**config.mk**
```make
export PLATFORM = sky130hd
export DESIGN_NAME = i2cw_target
export DESIGN_NICKNAME = d
export VERILOG_FILES = /design/src/rtl/i2cw_pkg.sv /design/src/rtl/i2cw_sync.sv /design/src/rtl/i2cw_cond.sv /design/src/rtl/i2cw_busy.sv /design/src/rtl/i2cw_regs.sv /design/src/rtl/i2cw_target.sv
export SDC_FILE = /design/constraint.sdc
export NUM_CORES = 1
export LEC_CHECK = 0
export BUFFER_PORTS_ARGS = -buffer_cell sky130_fd_sc_hd__clkbuf_2
export CAP_MARGIN = 20
export CORE_MARGIN = 2
export CORE_UTILIZATION = 55
export DETAILED_ROUTE_END_ITERATION = 7
export PLACE_DENSITY = 0.71
export SETUP_SLACK_MARGIN = 0.02
export SLEW_MARGIN = 0
export SYNTH_ARGS = -nofsm -noshare
export SYNTH_HDL_FRONTEND = slang
export SYNTH_SLANG_ARGS = --single-unit
```
**constraint.sdc**
```tcl
create_clock -name clk -period 3.26 [get_ports clk]
set_clock_uncertainty 0.1 [all_clocks]
set_input_delay 0.163 -clock clk [delete_from_list [all_inputs] [get_ports clk]]
set_output_delay 0.163 -clock clk [all_outputs]
set_load 0.02 [all_outputs]
```
**src/rtl/i2cw_pkg.sv**
```systemverilog
package i2cw_pkg;

  typedef enum logic [2:0] {
    ST_IDLE,
    ST_ADDR,
    ST_INSTR,
    ST_WDATA,
    ST_RDATA,
    ST_IGNORE
  } st_e;

  localparam logic [3:0] CMD_RESTORE = 4'd1;
  localparam logic [3:0] CMD_STORE   = 4'd2;

  // Wiper channels sit on odd addresses, so that bank steps by two.
  function automatic logic [4:0] step_ptr(input logic nv_bank, input logic [4:0] p);
    return nv_bank ? p + 5'd1 : p + 5'd2;
  endfunction

  function automatic logic is_channel(input logic [2:0] a);
    return (a == 3'd1) || (a == 3'd3);
  endfunction

endpackage

```
**src/rtl/i2cw_sync.sv**
```systemverilog
module i2cw_sync #(
  parameter int WIDTH  = 2,
  parameter int STAGES = 2
) (
  input  logic             clk,
  input  logic             rst,
  input  logic [WIDTH-1:0] d_i,
  output logic [WIDTH-1:0] q_o
);
  for (genvar g = 0; g < WIDTH; g++) begin : g_bit
    logic [STAGES-1:0] chain;
    always_ff @(posedge clk) begin
      if (rst) chain <= '1;
      else     chain <= {chain[STAGES-2:0], d_i[g]};
    end
    assign q_o[g] = chain[STAGES-1];
  end
endmodule

```
**src/rtl/i2cw_cond.sv**
```systemverilog
module i2cw_cond (
  input  logic clk,
  input  logic rst,
  input  logic scl_s,
  input  logic sda_s,
  output logic scl_rise,
  output logic scl_fall,
  output logic bus_start,
  output logic bus_stop
);
  logic scl_q, sda_q;

  always_ff @(posedge clk) begin
    if (rst) begin
      scl_q <= 1'b1;
      sda_q <= 1'b1;
    end else begin
      scl_q <= scl_s;
      sda_q <= sda_s;
    end
  end

  assign scl_rise  =  scl_s & ~scl_q;
  assign scl_fall  = ~scl_s &  scl_q;
  assign bus_start =  scl_s &  scl_q &  sda_q & ~sda_s;
  assign bus_stop  =  scl_s &  scl_q & ~sda_q &  sda_s;
endmodule

```
**src/rtl/i2cw_busy.sv**
```systemverilog
module i2cw_busy #(
  parameter int CYCLES = 2000
) (
  input  logic clk,
  input  logic rst,
  input  logic start_i,
  output logic busy_o
);
  localparam int CW = $clog2(CYCLES + 1);

  logic [CW-1:0] cnt;

  always_ff @(posedge clk) begin
    if (rst)              cnt <= '0;
    else if (start_i)     cnt <= CW'(CYCLES);
    else if (cnt != '0)   cnt <= cnt - CW'(1);
  end

  assign busy_o = (cnt != '0);
endmodule

```
**src/rtl/i2cw_regs.sv**
```systemverilog
module i2cw_regs
  import i2cw_pkg::*;
#(
  parameter int WIPER_W  = 8,
  parameter int NV_DEPTH = 16
) (
  input  logic               clk,
  input  logic               rst,
  input  logic               wr_en_i,
  input  logic               wr_bank_i,
  input  logic [4:0]         wr_addr_i,
  input  logic [7:0]         wr_data_i,
  input  logic               rd_bank_i,
  input  logic [4:0]         rd_addr_i,
  output logic [7:0]         rd_data_o,
  input  logic               cmd_restore_i,
  input  logic               cmd_store_i,
  input  logic [2:0]         cmd_addr_i,
  output logic [WIPER_W-1:0] wiper_a_o,
  output logic [WIPER_W-1:0] wiper_b_o
);
  localparam int                 NV_AW  = $clog2(NV_DEPTH);
  localparam logic [5:0]         NV_LIM = 6'(NV_DEPTH);
  localparam logic [WIPER_W-1:0] MID    = WIPER_W'(1) << (WIPER_W - 1);

  logic [7:0]       nv_mem [NV_DEPTH];
  logic [7:0]       nv_q;
  logic             nv_we;
  logic [NV_AW-1:0] nv_wa, nv_ra;
  logic [7:0]       nv_wd;
  logic             rs_pend, rs_pend2;
  logic [2:0]       rs_addr;
  logic             rd_bank_q;
  logic [4:0]       rd_addr_q;
  logic [7:0]       store_val;
  logic             wr_nv_hit;

  // Two channels, each at odd register address 2*c+1.
  for (genvar c = 0; c < 2; c++) begin : g_ch
    localparam logic [4:0] CH_ADDR = 5'(2 * c + 1);
    logic [WIPER_W-1:0] val;
    always_ff @(posedge clk) begin
      if (rst)
        val <= MID;
      else if (wr_en_i && !wr_bank_i && wr_addr_i == CH_ADDR)
        val <= wr_data_i[WIPER_W-1:0];
      else if (rs_pend2 && rs_addr == CH_ADDR[2:0])
        val <= nv_q[WIPER_W-1:0];
    end
  end

  assign wiper_a_o = g_ch[0].val;
  assign wiper_b_o = g_ch[1].val;

  assign store_val = (cmd_addr_i == 3'd1) ? 8'(g_ch[0].val) : 8'(g_ch[1].val);
  assign wr_nv_hit = ({1'b0, wr_addr_i} < NV_LIM);
  assign nv_we     = (wr_en_i && wr_bank_i && wr_nv_hit) ||
                     (cmd_store_i && is_channel(cmd_addr_i));
  assign nv_wa     = cmd_store_i ? NV_AW'(cmd_addr_i) : wr_addr_i[NV_AW-1:0];
  assign nv_wd     = cmd_store_i ? store_val : wr_data_i;
  assign nv_ra     = rs_pend ? NV_AW'(rs_addr) : rd_addr_i[NV_AW-1:0];

  // Inferable single-port-write, registered-read RAM.
  always_ff @(posedge clk) begin
    if (nv_we) nv_mem[nv_wa] <= nv_wd;
    nv_q <= nv_mem[nv_ra];
  end

  // Restore: one cycle to steer the read port, one to read, then load.
  always_ff @(posedge clk) begin
    if (rst) begin
      rs_pend  <= 1'b0;
      rs_pend2 <= 1'b0;
      rs_addr  <= '0;
    end else begin
      rs_pend  <= cmd_restore_i && is_channel(cmd_addr_i);
      rs_pend2 <= rs_pend;
      if (cmd_restore_i) rs_addr <= cmd_addr_i;
    end
  end

  always_ff @(posedge clk) begin
    if (rst) begin
      rd_bank_q <= 1'b0;
      rd_addr_q <= '0;
      rd_data_o <= '0;
    end else begin
      rd_bank_q <= rd_bank_i;
      rd_addr_q <= rd_addr_i;
      if (rd_bank_q)
        rd_data_o <= ({1'b0, rd_addr_q} < NV_LIM) ? nv_q : 8'h00;
      else if (rd_addr_q == 5'd1)
        rd_data_o <= 8'(g_ch[0].val);
      else if (rd_addr_q == 5'd3)
        rd_data_o <= 8'(g_ch[1].val);
      else
        rd_data_o <= 8'h00;
    end
  end
endmodule

```
**src/rtl/i2cw_target.sv**
```systemverilog
module i2cw_target
  import i2cw_pkg::*;
#(
  parameter logic [4:0] ADDR_HI     = 5'b01011,
  parameter int         WIPER_W     = 8,
  parameter int         NV_DEPTH    = 16,
  parameter int         BUSY_CYCLES = 2000
) (
  input  logic               clk,
  input  logic               rst,
  input  logic               scl_i,
  input  logic               sda_i,
  input  logic [1:0]         strap_i,
  output logic               sda_oe_o,
  output logic [WIPER_W-1:0] wiper_a_o,
  output logic [WIPER_W-1:0] wiper_b_o
);
  localparam logic [3:0] LAST_BIT = 4'd8;

  logic scl_s, sda_s;
  logic scl_rise, scl_fall, bus_start, bus_stop;
  logic busy, busy_start;

  st_e        st;
  logic       in_ack;
  logic [3:0] bit_cnt;
  logic [7:0] shreg, txd;
  logic [4:0] ptr;
  logic       ptr_bank;
  logic       rd_mode, cmd_mode, nv_dirty, mack;
  logic       addr_hit;
  logic       st_idle, st_xfer;

  logic       wr_en_q, wr_bank_q;
  logic [4:0] wr_addr_q;
  logic [7:0] wr_data_q;
  logic       cmd_restore_q, cmd_store_q;
  logic [2:0] cmd_addr_q;
  logic [7:0] rd_data;

  i2cw_sync #(.WIDTH(2), .STAGES(2)) u_sync (
    .clk (clk),
    .rst (rst),
    .d_i ({scl_i, sda_i}),
    .q_o ({scl_s, sda_s})
  );

  i2cw_cond u_cond (
    .clk       (clk),
    .rst       (rst),
    .scl_s     (scl_s),
    .sda_s     (sda_s),
    .scl_rise  (scl_rise),
    .scl_fall  (scl_fall),
    .bus_start (bus_start),
    .bus_stop  (bus_stop)
  );

  i2cw_busy #(.CYCLES(BUSY_CYCLES)) u_busy (
    .clk     (clk),
    .rst     (rst),
    .start_i (busy_start),
    .busy_o  (busy)
  );

  i2cw_regs #(.WIPER_W(WIPER_W), .NV_DEPTH(NV_DEPTH)) u_regs (
    .clk           (clk),
    .rst           (rst),
    .wr_en_i       (wr_en_q),
    .wr_bank_i     (wr_bank_q),
    .wr_addr_i     (wr_addr_q),
    .wr_data_i     (wr_data_q),
    .rd_bank_i     (ptr_bank),
    .rd_addr_i     (ptr),
    .rd_data_o     (rd_data),
    .cmd_restore_i (cmd_restore_q),
    .cmd_store_i   (cmd_store_q),
    .cmd_addr_i    (cmd_addr_q),
    .wiper_a_o     (wiper_a_o),
    .wiper_b_o     (wiper_b_o)
  );

  assign addr_hit = (shreg[7:1] == {ADDR_HI, strap_i}) && !busy;
  assign st_idle  = (st == ST_IDLE);
  assign st_xfer  = (st == ST_INSTR) || (st == ST_WDATA);

  always_ff @(posedge clk) begin
    if (rst) begin
      st            <= ST_IDLE;
      in_ack        <= 1'b0;
      bit_cnt       <= '0;
      shreg         <= '0;
      txd           <= '0;
      ptr           <= '0;
      ptr_bank      <= 1'b0;
      rd_mode       <= 1'b0;
      cmd_mode      <= 1'b0;
      nv_dirty      <= 1'b0;
      mack          <= 1'b1;
      sda_oe_o      <= 1'b0;
      busy_start    <= 1'b0;
      wr_en_q       <= 1'b0;
      wr_bank_q     <= 1'b0;
      wr_addr_q     <= '0;
      wr_data_q     <= '0;
      cmd_restore_q <= 1'b0;
      cmd_store_q   <= 1'b0;
      cmd_addr_q    <= '0;
    end else begin
      wr_en_q       <= 1'b0;
      cmd_restore_q <= 1'b0;
      cmd_store_q   <= 1'b0;
      busy_start    <= 1'b0;
      if (bus_start) begin
        st       <= ST_ADDR;
        in_ack   <= 1'b0;
        bit_cnt  <= '0;
        sda_oe_o <= 1'b0;
      end else if (bus_stop) begin
        st       <= ST_IDLE;
        in_ack   <= 1'b0;
        sda_oe_o <= 1'b0;
        if (nv_dirty) begin
          busy_start <= 1'b1;
          nv_dirty   <= 1'b0;
        end
      end else begin
        case (st)
          ST_ADDR, ST_INSTR, ST_WDATA: begin
            if (!in_ack) begin
              if (scl_rise) begin
                shreg   <= {shreg[6:0], sda_s};
                bit_cnt <= bit_cnt + 4'd1;
              end else if (scl_fall && bit_cnt == LAST_BIT) begin
                in_ack  <= 1'b1;
                bit_cnt <= '0;
                if (st == ST_ADDR) begin
                  if (addr_hit) begin
                    sda_oe_o <= 1'b1;
                    rd_mode  <= shreg[0];
                  end else begin
                    st <= ST_IGNORE;
                  end
                end else if (st == ST_INSTR) begin
                  sda_oe_o <= 1'b1;
                  cmd_mode <= shreg[7];
                  if (shreg[7]) begin
                    cmd_addr_q    <= shreg[2:0];
                    cmd_restore_q <= (shreg[6:3] == CMD_RESTORE);
                    cmd_store_q   <= (shreg[6:3] == CMD_STORE);
                    if (shreg[6:3] == CMD_STORE) nv_dirty <= 1'b1;
                  end else begin
                    ptr_bank <= shreg[6];
                    ptr      <= shreg[4:0];
                  end
                end else begin
                  sda_oe_o  <= 1'b1;
                  wr_en_q   <= 1'b1;
                  wr_bank_q <= ptr_bank;
                  wr_addr_q <= ptr;
                  wr_data_q <= shreg;
                  ptr       <= step_ptr(ptr_bank, ptr);
                  if (ptr_bank) nv_dirty <= 1'b1;
                end
              end
            end else if (scl_fall) begin
              in_ack   <= 1'b0;
              sda_oe_o <= 1'b0;
              bit_cnt  <= '0;
              if (st == ST_ADDR) begin
                if (rd_mode) begin
                  st       <= ST_RDATA;
                  txd      <= rd_data;
                  sda_oe_o <= ~rd_data[7];
                end else begin
                  st <= ST_INSTR;
                end
              end else if (st == ST_INSTR) begin
                st <= cmd_mode ? ST_IGNORE : ST_WDATA;
              end
            end
          end
          ST_RDATA: begin
            if (!in_ack) begin
              if (scl_rise) begin
                bit_cnt <= bit_cnt + 4'd1;
              end else if (scl_fall) begin
                if (bit_cnt == LAST_BIT) begin
                  sda_oe_o <= 1'b0;
                  in_ack   <= 1'b1;
                  ptr      <= step_ptr(ptr_bank, ptr);
                end else begin
                  txd      <= {txd[6:0], 1'b0};
                  sda_oe_o <= ~txd[6];
                end
              end
            end else begin
              if (scl_rise) begin
                mack <= sda_s;
              end else if (scl_fall) begin
                in_ack  <= 1'b0;
                bit_cnt <= '0;
                if (!mack) begin
                  txd      <= rd_data;
                  sda_oe_o <= ~rd_data[7];
                end else begin
                  st <= ST_IGNORE;
                end
              end
            end
          end
          default: ;
        endcase
      end
    end
  end
endmodule

```
==> results of run 1 <==
area by class of cell:
cell class	instances	area share
tap	234	0.0249
multi-input combinational	521	0.346
inverter	8	0.00256
timing repair buffer	45	0.0256
clock buffer	29	0.0563
clock inverter	17	0.0211
sequential	243	0.524
cells by family (layout without fill, tap and decap cells):
family                     Yosys count  in the layout
DFF                                243            243
AOI/OAI and AO/OA                  134            134
buffers and inverters               53             99
xor gates and xnor gates            11             11
and+or+nand+nor                    262            262
adders and majority gates            6              6
muxes                              108            108
worst max-delay path: cells and delay by family (launching register included):
| kind | cells | cell delay [ns] |
|---|---|---|
| flops | 1 | 0.55 |
| buf+inv | 1 | 0.26 |
| mux | 2 | 1.12 |
| compound gates | 1 | 0.34 |
| simple gates | 1 | 0.10 |
final timing paths:
path	cells past startpoint	endpoint	slack [ns]
max reg2reg	5	u_regs.nv_q[2]	0.66
min	2	shreg[0]	0.08
max	5	u_regs.nv_q[2]	0.66
min reg2reg	1	u_sync.g_bit[0].chain[1]	0.31
per-stage QoR:
| step | instance area, µm² | setup WS, ns | hold WS, ns | util | instances |
|---|---|---|---|---|---|
| 2_1_floorplan | 10400 | 1.15 | 0.167 | - | 817 |
| 3_3_place_gp | 10800 | 0.717 | 0.245 | 0.580 | 1049 |
| 3_5_place_dp | 10800 | 0.702 | 0.247 | 0.580 | 1049 |
| 4_1_cts | 11700 | 0.635 | 0.0741 | 0.630 | 1097 |
| 5_1_grt | 11700 | 0.491 | 0.106 | 0.630 | 1097 |
| 6_report | 11700 | 0.662 | 0.0827 | 0.630 | 1097 |
repair_timing:
action	CTS	global route
endpoints found under the hold margin	2	0
setup buffers	0	0
hold buffers	2	0
where the power goes:
group	internal, µW	total (µW)	switching, µW
registers	3250	3310	65.5
logic	187	424	237
clock network	1930	3100	1170
total	5360	6830	1470
routing by layer:
layer  share of wire  GRT usage
met1            0.45      0.347
met2            0.45      0.368
met3           0.071     0.0479
met4           0.022     0.0637
met5               0          0
flip-flops by register name, indices dropped and copies added (netlist names), 3 cells and up:
register / count
u_regs.rd_data_o: 8
u_sync.g_bit.chain: 4
wr_addr_q: 5
u_regs.nv_mem: 128
st: 3
wr_data_q: 8
bit_cnt: 4
u_busy.cnt: 11
txd: 7
cmd_addr_q: 3
ptr: 5
u_regs.wiper_a_o: 8
u_regs.rs_addr: 3
u_regs.rd_addr_q: 5
u_regs.nv_q: 8
u_regs.wiper_b_o: 8
shreg: 8
placed cells by master, fill, tap and decap left out, drive strengths merged, types with 5 or more instances in the layout:
cell type,count
mux2i,73
o21ai,21
nor3b,11
ha,6
nand2b,11
a31oi,5
xor2,5
or3b,5
xnor2,6
nand3,15
or2,8
buf,22
nand2,33
a211oi,18
inv,9
and3b,5
a21oi,45
nand3b,5
bufinv,6
clkbuf,50
a22oi,17
edfxtp,128
nor2b,17
clkinv,7
mux4,32
o31ai,5
dfxtp,115
nor2,116
nor3,11
==> results.json, run 1 <==
{
  "status": "complete, no violations",
  "maxCapViolCount": 0,
  "cp-end-kind": "flip-flop",
  "syn-num-nets": 829,
  "first_global_vias": 6642,
  "hp-class": "in -> reg",
  "synth.area.top_cells": "edfxtp_1, dfxtp_1, mux2i_1",
  "die_area_mm2": 0.0201,
  "finalSetupViolations": 0,
  "start_util": 0.559,
  "ff_latch_area_mm2": 0.00615,
  "grt_max_degree": 40,
  "cp_cell_sequence": "mux2i_4, buf_12, mux4_2, a22oi_1, nand2_1",
  "cts-root-buf": "clkbuf_16",
  "ys.flop_type": "edfxtp_1",
  "synth_top_area_frac": 0.369,
  "num_rows": 50,
  "drv_slew": 0,
  "core_mm2": 0.0186,
  "layout-drive-gt1-share": 0.187,
  "cp_data_arrival_time_ns": 2.89,
  "crit_type": "reg -> reg",
  "rsz0062_at_grt": "false",
  "ys_top_cells_by_count": "edfxtp_1, dfxtp_1, nor2_1, mux2i_1, a21oi_1",
  "multi_input_area_mm2": 0.00406,
  "power_density_mw_per_mm2": 582,
  "seq_area_frac_synth": 0.590,
  "area_growth_pct": 12.6,
  "nFillCells": 1387,
  "synth_top_cell_by_area": "edfxtp_1",
  "vias": 6725,
  "place_congestion": 0.901,
  "cpPeakStageDelay_ns": 0.59,
  "ys_ff_latch": 243,
  "muxShareOfSynthArea": 0.143,
  "finalHoldViolations": 0,
  "ys_async_sr_fraction": 0,
  "synth_area_mm2": 0.0104,
  "tritoncts": "built",
  "worst_pin_slew_ns": 0.901,
  "crit_required_ns": 3.55,
  "antenna_left": 0,
  "r2r_start": "u_regs.rs_pend",
  "clockBufferDepth": 3,
  "grt_pass1_wl_um": 37100,
  "nNetsFinal": 856,
  "irDropWorstVdd_v": 0.000368,
  "max_freq_mhz": 385,
  "min-delay-start": "rst",
  "drcViolationCount": 0,
  "yosys.cell_types.count": 76,
  "io_buffers": 22,
  "synth_edf_count": 128,
  "ios": 23,
  "critPathSlowestCell": "mux2i_4",
  "diodes": 0,
  "leakagePower_uw": 0.00422,
  "ctsResizeCount": 0,
  "cts_inserted_buffers": 25,
  "grt_usage": 0.238,
  "antenna_found_initial": 0,
  "period_share": 0.797,
  "avgViaCountPerCell": 6.13,
  "period_needed_ns": 2.60,
  "htreeDepth": 1,
  "yosys.area_share.adder": 0.00720,
  "cts_sinks": 243,
  "synth_most_common_cell": "edfxtp_1",
  "ys_warn_count": 0,
  "power.total_uw": 6830,
  "syn_inst": 817,
  "relSlewSlack": 0.398,
  "critPathLaunch": "u_regs.rs_pend",
  "clk_pin_slew_worst_paths_ns": 0.07,
  "clock_latency_ns": 0.52,
  "routed_wirelength_um": 23200,
  "dp_hpwl_um": 15600,
  "syn_area_per_cell_um2": 12.8,
  "synth-compound-area-share": 0.0881,
  "synth_top_family_by_area": "multiplexers",
  "first_iter_violations": 614,
  "yosys.area_share.simple": 0.139,
  "first_pass_iters": 5,
  "synthXorXnorAreaFrac": 0.00925,
  "die_h_um": 142,
  "die_w_um": 142,
  "cp_max_fo": 17,
  "tns_ns": 0,
  "critPathLaunchType": "flip-flop",
  "overflow": 0,
  "wl_per_cell_um": 21.1
}
Power figures use the tool's default switching activity.
==> run 2: changes to the inputs <==
==> constraint.sdc (replaced) <==
create_clock -name clk -period 2.5 [get_ports clk]
set_clock_uncertainty 0.1 [all_clocks]
set_input_delay 0.125 -clock clk [delete_from_list [all_inputs] [get_ports clk]]
set_output_delay 0.125 -clock clk [all_outputs]
set_load 0.02 [all_outputs]
==> results.json, run 2 (synthesis gave the netlist of run 1 again) <==
{
  "max_freq_mhz": 452,
  "min-delay-start": "strap_i[1]",
  "status": "complete, no violations",
  "ff2ff_path_depth": 7,
  "drcViolationCount": 0,
  "die_w_um": 142,
  "power.total_uw": 8560,
  "clockBufferDepth": 3,
  "num_rows": 50,
  "hold_depth": 6,
  "relSlewSlack": 0.272,
  "grt_max_degree": 77,
  "whs_endpoint": "rd_mode",
  "cp_top_family": "compound AO/OA/AOI/OAI gates",
  "io_buffers": 22,
  "diodes": 0,
  "start_util": 0.559,
  "power_density_mw_per_mm2": 720,
  "clk_pin_slew_worst_paths_ns": 0.06,
  "cp_max_fo": 14,
  "ios": 23,
  "grt_usage": 0.233,
  "tritoncts": "built",
  "area_growth_pct": 14.0,
  "overflow": 0,
  "irDropWorstVdd_v": 0.000516,
  "antenna_found_initial": 0,
  "cts_inserted_buffers": 25,
  "cp-end-kind": "flip-flop",
  "period_needed_ns": 2.21,
  "finalHoldViolations": 0,
  "drv_slew": 0,
  "path_buf_inv": 1,
  "first_iter_violations": 581,
  "antenna_left": 0,
  "maxCapViolCount": 0,
  "regMostFlops": "u_regs.nv_mem",
  "critPathSlowestCell": "a221oi_4",
  "cp_cell_sequence": "inv_1, ha_1, nand3b_1, o21ai_2, a221oi_4, nor2_1, a211oi_2",
  "final_cell_mix": "edfxtp_1, dfxtp_1, nor2_1, mux2i_1, a21oi_1",
  "r2r_end": "txd[5]",
  "die_area_mm2": 0.0201,
  "first_pass_iters": 7,
  "crit_required_ns": 2.83,
  "first_global_vias": 6591,
  "die_h_um": 142,
  "critPathLaunchType": "flip-flop",
  "routed_wirelength_um": 23100,
  "place_congestion": 0.925,
  "dp_hpwl_um": 15400,
  "finalSetupViolations": 0,
  "r2r_start": "bit_cnt[0]",
  "fin_util": 0.637,
  "ff2ff_setup_slack_ns": 0.29,
  "largest_reg_flops": 128,
  "worst_pin_slew_ns": 1.09,
  "core_mm2": 0.0186,
  "ctsResizeCount": 0,
  "hp-class": "in -> reg",
  "nNetsFinal": 882,
  "clock_latency_ns": 0.52,
  "period_share": 0.885,
  "grt_pass1_wl_um": 36200,
  "avgViaCountPerCell": 6.03,
  "final_common_cell": "edfxtp_1",
  "wl_per_cell_um": 20.5,
  "layout-drive-gt1-share": 0.207,
  "cts-root-buf": "clkbuf_16",
  "vias": 6769,
  "leakagePower_uw": 0.00434,
  "cp_data_arrival_time_ns": 2.54,
  "htreeDepth": 1,
  "crit_type": "reg -> reg",
  "rsz0062_at_grt": "false",
  "cts_sinks": 243,
  "cpPeakStageDelay_ns": 0.61,
  "top_regs": "u_regs.nv_mem x128, u_busy.cnt x11",
  "tns_ns": 0
}
-- run 2: cell types whose count changed in the layout (fill, tap and decap cells not counted) --
| cell | before | now |
|---|---|---|
| a21oi_1 | 45 | 44 |
| a21oi_2 | 0 | 1 |
| buf_12 | 1 | 4 |
| buf_4 | 20 | 42 |
| bufinv_16 | 6 | 2 |
| clkbuf_1 | 2 | 7 |
| clkbuf_8 | 2 | 4 |
| clkinv_1 | 2 | 0 |
| clkinv_2 | 4 | 6 |
| clkinv_4 | 1 | 0 |
| clkinvlp_4 | 3 | 0 |
| dlygate4sd3_1 | 2 | 3 |
| inv_4 | 0 | 1 |
-- run 2: metal layers --
layer / vias up / GRT usage / wire, µm
met4: 0 / 0.0800 / 626
met3: 49 / 0.0381 / 1370
met2: 238 / 0.370 / 10900
met5: - / 0 / 0
li1: 3162 / - / -
met1: 3320 / 0.330 / 10200
-- run 2: timing repair --
action	4_1_cts	5_1_grt
setup buffers	0	0
hold buffers	3	0
hold endpoints to repair	7	0
-- run 2: worst register-to-register path: cells and delay by family (launching register included) --
| family | cells | cell delay, ns |
|---|---|---|
| flip-flops | 1 | 0.38 |
| adder cells (fa/ha/maj) | 1 | 0.22 |
| AND/OR/NAND/NOR | 2 | 0.38 |
| AO/OA/AOI/OAI | 3 | 0.96 |
| buffers and inverters | 1 | 0.10 |
-- run 2: through the flow --
stage	cell area, µm²	instances	setup slack, ns	hold WS (ns)
floorplan	10400	817	0.395	0.129
global placement	11000	1067	0.314	0.207
detailed placement	11000	1067	0.166	0.210
CTS	11800	1116	0.136	0.198
global route	11900	1123	0.0968	0.236
finish	11900	1123	0.288	0.207
-- run 2: worst max path at each step --
stage / to / from / slack [ns] / depth (start not counted)
finish: txd[5] / bit_cnt[0] / 0.29 / 7
global route: txd[2] / bit_cnt[0] / 0.1 / 7
CTS: u_regs.nv_mem[2][5] / cmd_addr_q[1] / 0.14 / 4
detailed placement: u_regs.nv_mem[1][2] / cmd_addr_q[1] / 0.17 / 4
global placement: u_regs.nv_mem[1][1] / cmd_addr_q[0] / 0.31 / 4
floorplan: u_regs.nv_mem[0][5] / cmd_store_q / 0.39 / 5
-- run 2: layout make-up --
type	instances	area, µm²
clock buffer	36	707
tap	234	293
inverter	8	30.0
sequential	243	6150
timing repair buffer	71	536
fill	1384	6760
multi-input combinational	521	4060
clock inverter	10	105
-- run 2: power breakdown --
group          total, µW  switching (µW)  internal [µW]
logic                566             316            250
clock network       3680            1500           2170
registers           4310            82.2           4230
==> run 3: changes to the inputs <==
--- a/config.mk
+++ b/config.mk
@@ -15,4 +15,5 @@
 export SLEW_MARGIN = 0
 export SYNTH_ARGS = -nofsm -noshare
 export SYNTH_HDL_FRONTEND = slang
+export SYNTH_HIERARCHICAL = 1
 export SYNTH_SLANG_ARGS = --single-unit
==> results.json, run 3 <==
{
  "first_global_vias": 6915,
  "seq_area_frac_synth": 0.589,
  "cp-end-kind": "flip-flop",
  "die_w_um": 142,
  "largest_reg_flops": 128,
  "clockBufferDepth": 3,
  "whs_endpoint": "rd_mode",
  "dp_hpwl_um": 16500,
  "cp_cell_sequence": "mux2_4, buf_12, mux4_2, a22oi_1, nand2_1",
  "synth_edf_count": 128,
  "crit_type": "reg -> reg",
  "drcViolationCount": 0,
  "clock_latency_ns": 0.53,
  "die_h_um": 142,
  "wl_per_cell_um": 20.8,
  "tns_ns": 0,
  "fin_area_mm2": 0.0118,
  "ios": 23,
  "leakagePower_uw": 0.00424,
  "ys_warn_count": 6,
  "cp_data_arrival_time_ns": 2.64,
  "cts-root-buf": "clkbuf_16",
  "start_util": 0.559,
  "first_pass_iters": 5,
  "layout-drive-gt1-share": 0.187,
  "regMostFlops": "u_regs/nv_mem",
  "critPathSlowestCell": "mux4_2",
  "finalHoldViolations": 0,
  "min-delay-start": "strap_i[1]",
  "num_rows": 50,
  "status": "complete, no violations",
  "final_cell_mix": "edfxtp_1, dfxtp_1, nor2_1, nand2_1, a21oi_1",
  "power_density_mw_per_mm2": 732,
  "ff2ff_path_depth": 5,
  "hp-class": "in -> reg",
  "clk_pin_slew_worst_paths_ns": 0.06,
  "irDropWorstVdd_v": 0.000560,
  "nFillCells": 1402,
  "final_common_cell": "edfxtp_1",
  "nNetsFinal": 923,
  "grt_pass1_wl_um": 38300,
  "avgViaCountPerCell": 6.15,
  "maxCapViolCount": 0,
  "ff2ff_setup_slack_ns": 0.16,
  "placed_area_mm2": 0.0110,
  "antenna_found_initial": 0,
  "overflow": 0,
  "crit_required_ns": 2.80,
  "io_buffers": 22,
  "period_share": 0.936,
  "antenna_left": 0,
  "cpPeakStageDelay_ns": 0.51,
  "synth_top_area_frac": 0.369,
  "cp_max_fo": 15,
  "ys_ff_latch": 243,
  "critPathLaunch": "u_regs/rs_pend",
  "die_area_mm2": 0.0201,
  "relSlewSlack": 0.240,
  "ys_top_cells_by_count": "edfxtp_1, dfxtp_1, nor2_1, nand2_1, a21oi_1",
  "htreeDepth": 1,
  "first_iter_violations": 701,
  "r2r_start": "u_regs/rs_pend",
  "cts_inserted_buffers": 25,
  "yosys.cell_types.count": 79,
  "finalSetupViolations": 0,
  "grt_max_degree": 42,
  "period_needed_ns": 2.34,
  "critPathLaunchType": "flip-flop",
  "hold_depth": 7,
  "syn-num-nets": 864,
  "synth.area.top_cells": "edfxtp_1, dfxtp_1, mux4_2",
  "grt_usage": 0.244,
  "ys_async_sr_fraction": 0,
  "ys.flop_type": "edfxtp_1",
  "synth_area_mm2": 0.0104,
  "core_mm2": 0.0186,
  "area_growth_pct": 13.6,
  "tritoncts": "built",
  "syn_area_per_cell_um2": 12.2,
  "routed_wirelength_um": 24200,
  "vias": 7161,
  "place_congestion": 0.862,
  "synth_top_cell_by_area": "edfxtp_1",
  "drv_slew": 0,
  "worst_pin_slew_ns": 1.14,
  "cts_sinks": 243,
  "rsz0062_at_grt": "false",
  "top_regs": "u_regs/nv_mem x128, u_busy/cnt x11",
  "r2r_end": "u_regs/nv_q[3]",
  "synth_most_common_cell": "edfxtp_1",
  "diodes": 0,
  "max_freq_mhz": 427,
  "syn_inst": 852
}
-- run 3: cell types whose count changed in the layout (fill, tap and decap cells not counted), sizes merged, moves of 7 or more --
| cell | before | now |
|---|---|---|
| nand3b | 5 | 14 |
| mux2i | 73 | 47 |
| mux2 | 3 | 11 |
| nand2 | 33 | 70 |
| nor2 | 116 | 93 |
| clkinv | 6 | 14 |
| a21o | 1 | 8 |
| clkbuf | 57 | 48 |
-- run 3: power breakdown --
group	switching (µW)	internal, µW	leakage, µW
registers	97.0	4240	0.00212
clock network	1550	2100	0.000400
logic	373	307	0.00172
-- run 3: worst max path at each step --
stage	cells past startpoint	endpoint	slack, ns
CTS	6	wr_data_q[6]	0.07
detailed placement	6	wr_addr_q[2]	0.12
global route	6	wr_data_q[6]	0.04
floorplan	9	st[2]	0.38
global placement	6	wr_data_q[6]	0.18
finish	5	u_regs/nv_q[3]	0.16
-- run 3: layout make-up --
class | count | area, µm² | share of cell area
Tap cell | 234 | 293 | 0.0247
Timing Repair Buffer | 74 | 520 | 0.0440
Clock buffer | 27 | 654 | 0.0553
Inverter | 14 | 52.6 | 0.00444
Clock inverter | 19 | 154 | 0.0130
Sequential cell | 243 | 6150 | 0.519
Multi-Input combinational cell | 553 | 4020 | 0.340
-- run 3: cells by family (layout without fill, tap and decap cells) --
family | Yosys count | after routing | share of synthesized area
AND/OR/NAND/NOR | 301 | 301 | 0.152
flip-flops | 243 | 243 | 0.589
AO/OA/AOI/OAI | 152 | 152 | 0.0960
multiplexers | 90 | 90 | 0.127
buffers and inverters | 56 | 134 | 0.0252
adder cells (fa/ha/maj) | 6 | 6 | 0.00720
XOR/XNOR | 4 | 4 | 0.00336
-- run 3: through the flow --
stage	setup slack, ns	total power [µW]	hold WS (ns)	util	cells
after global placement	0.177	5030	0.210	0.589	1113
final	0.161	8670	0.220	0.635	1164
after global routing	0.0437	8990	0.251	0.635	1164
after detailed placement	0.119	5080	0.216	0.589	1113
after CTS	0.0723	8720	0.216	0.634	1162
after floorplan	0.384	4920	0.0929	-	852
-- run 3: timing repair --
action                                 CTS  global route
resized for setup                        0             2
hold buffers                             3             0
endpoints found under the hold margin    8             0
setup endpoints to repair                0            16
setup buffers                            0             0
-- run 3: metal layers --
layer / track usage / up-vias / routed length (µm)
li1: - / 3309 / -
met2: 0.384 / 264 / 11100
met3: 0.0331 / 57 / 1400
met1: 0.354 / 3531 / 11100
met4: 0.0784 / 0 / 591
met5: 0 / - / 0
-- run 3: critical path: cells and delay by family (launching register included) --
kind / cells / cell delay [ns]
AO/OA/AOI/OAI: 1 / 0.39
AND/OR/NAND/NOR: 1 / 0.08
flip-flops: 1 / 0.49
multiplexers: 2 / 0.92
buffers and inverters: 1 / 0.22
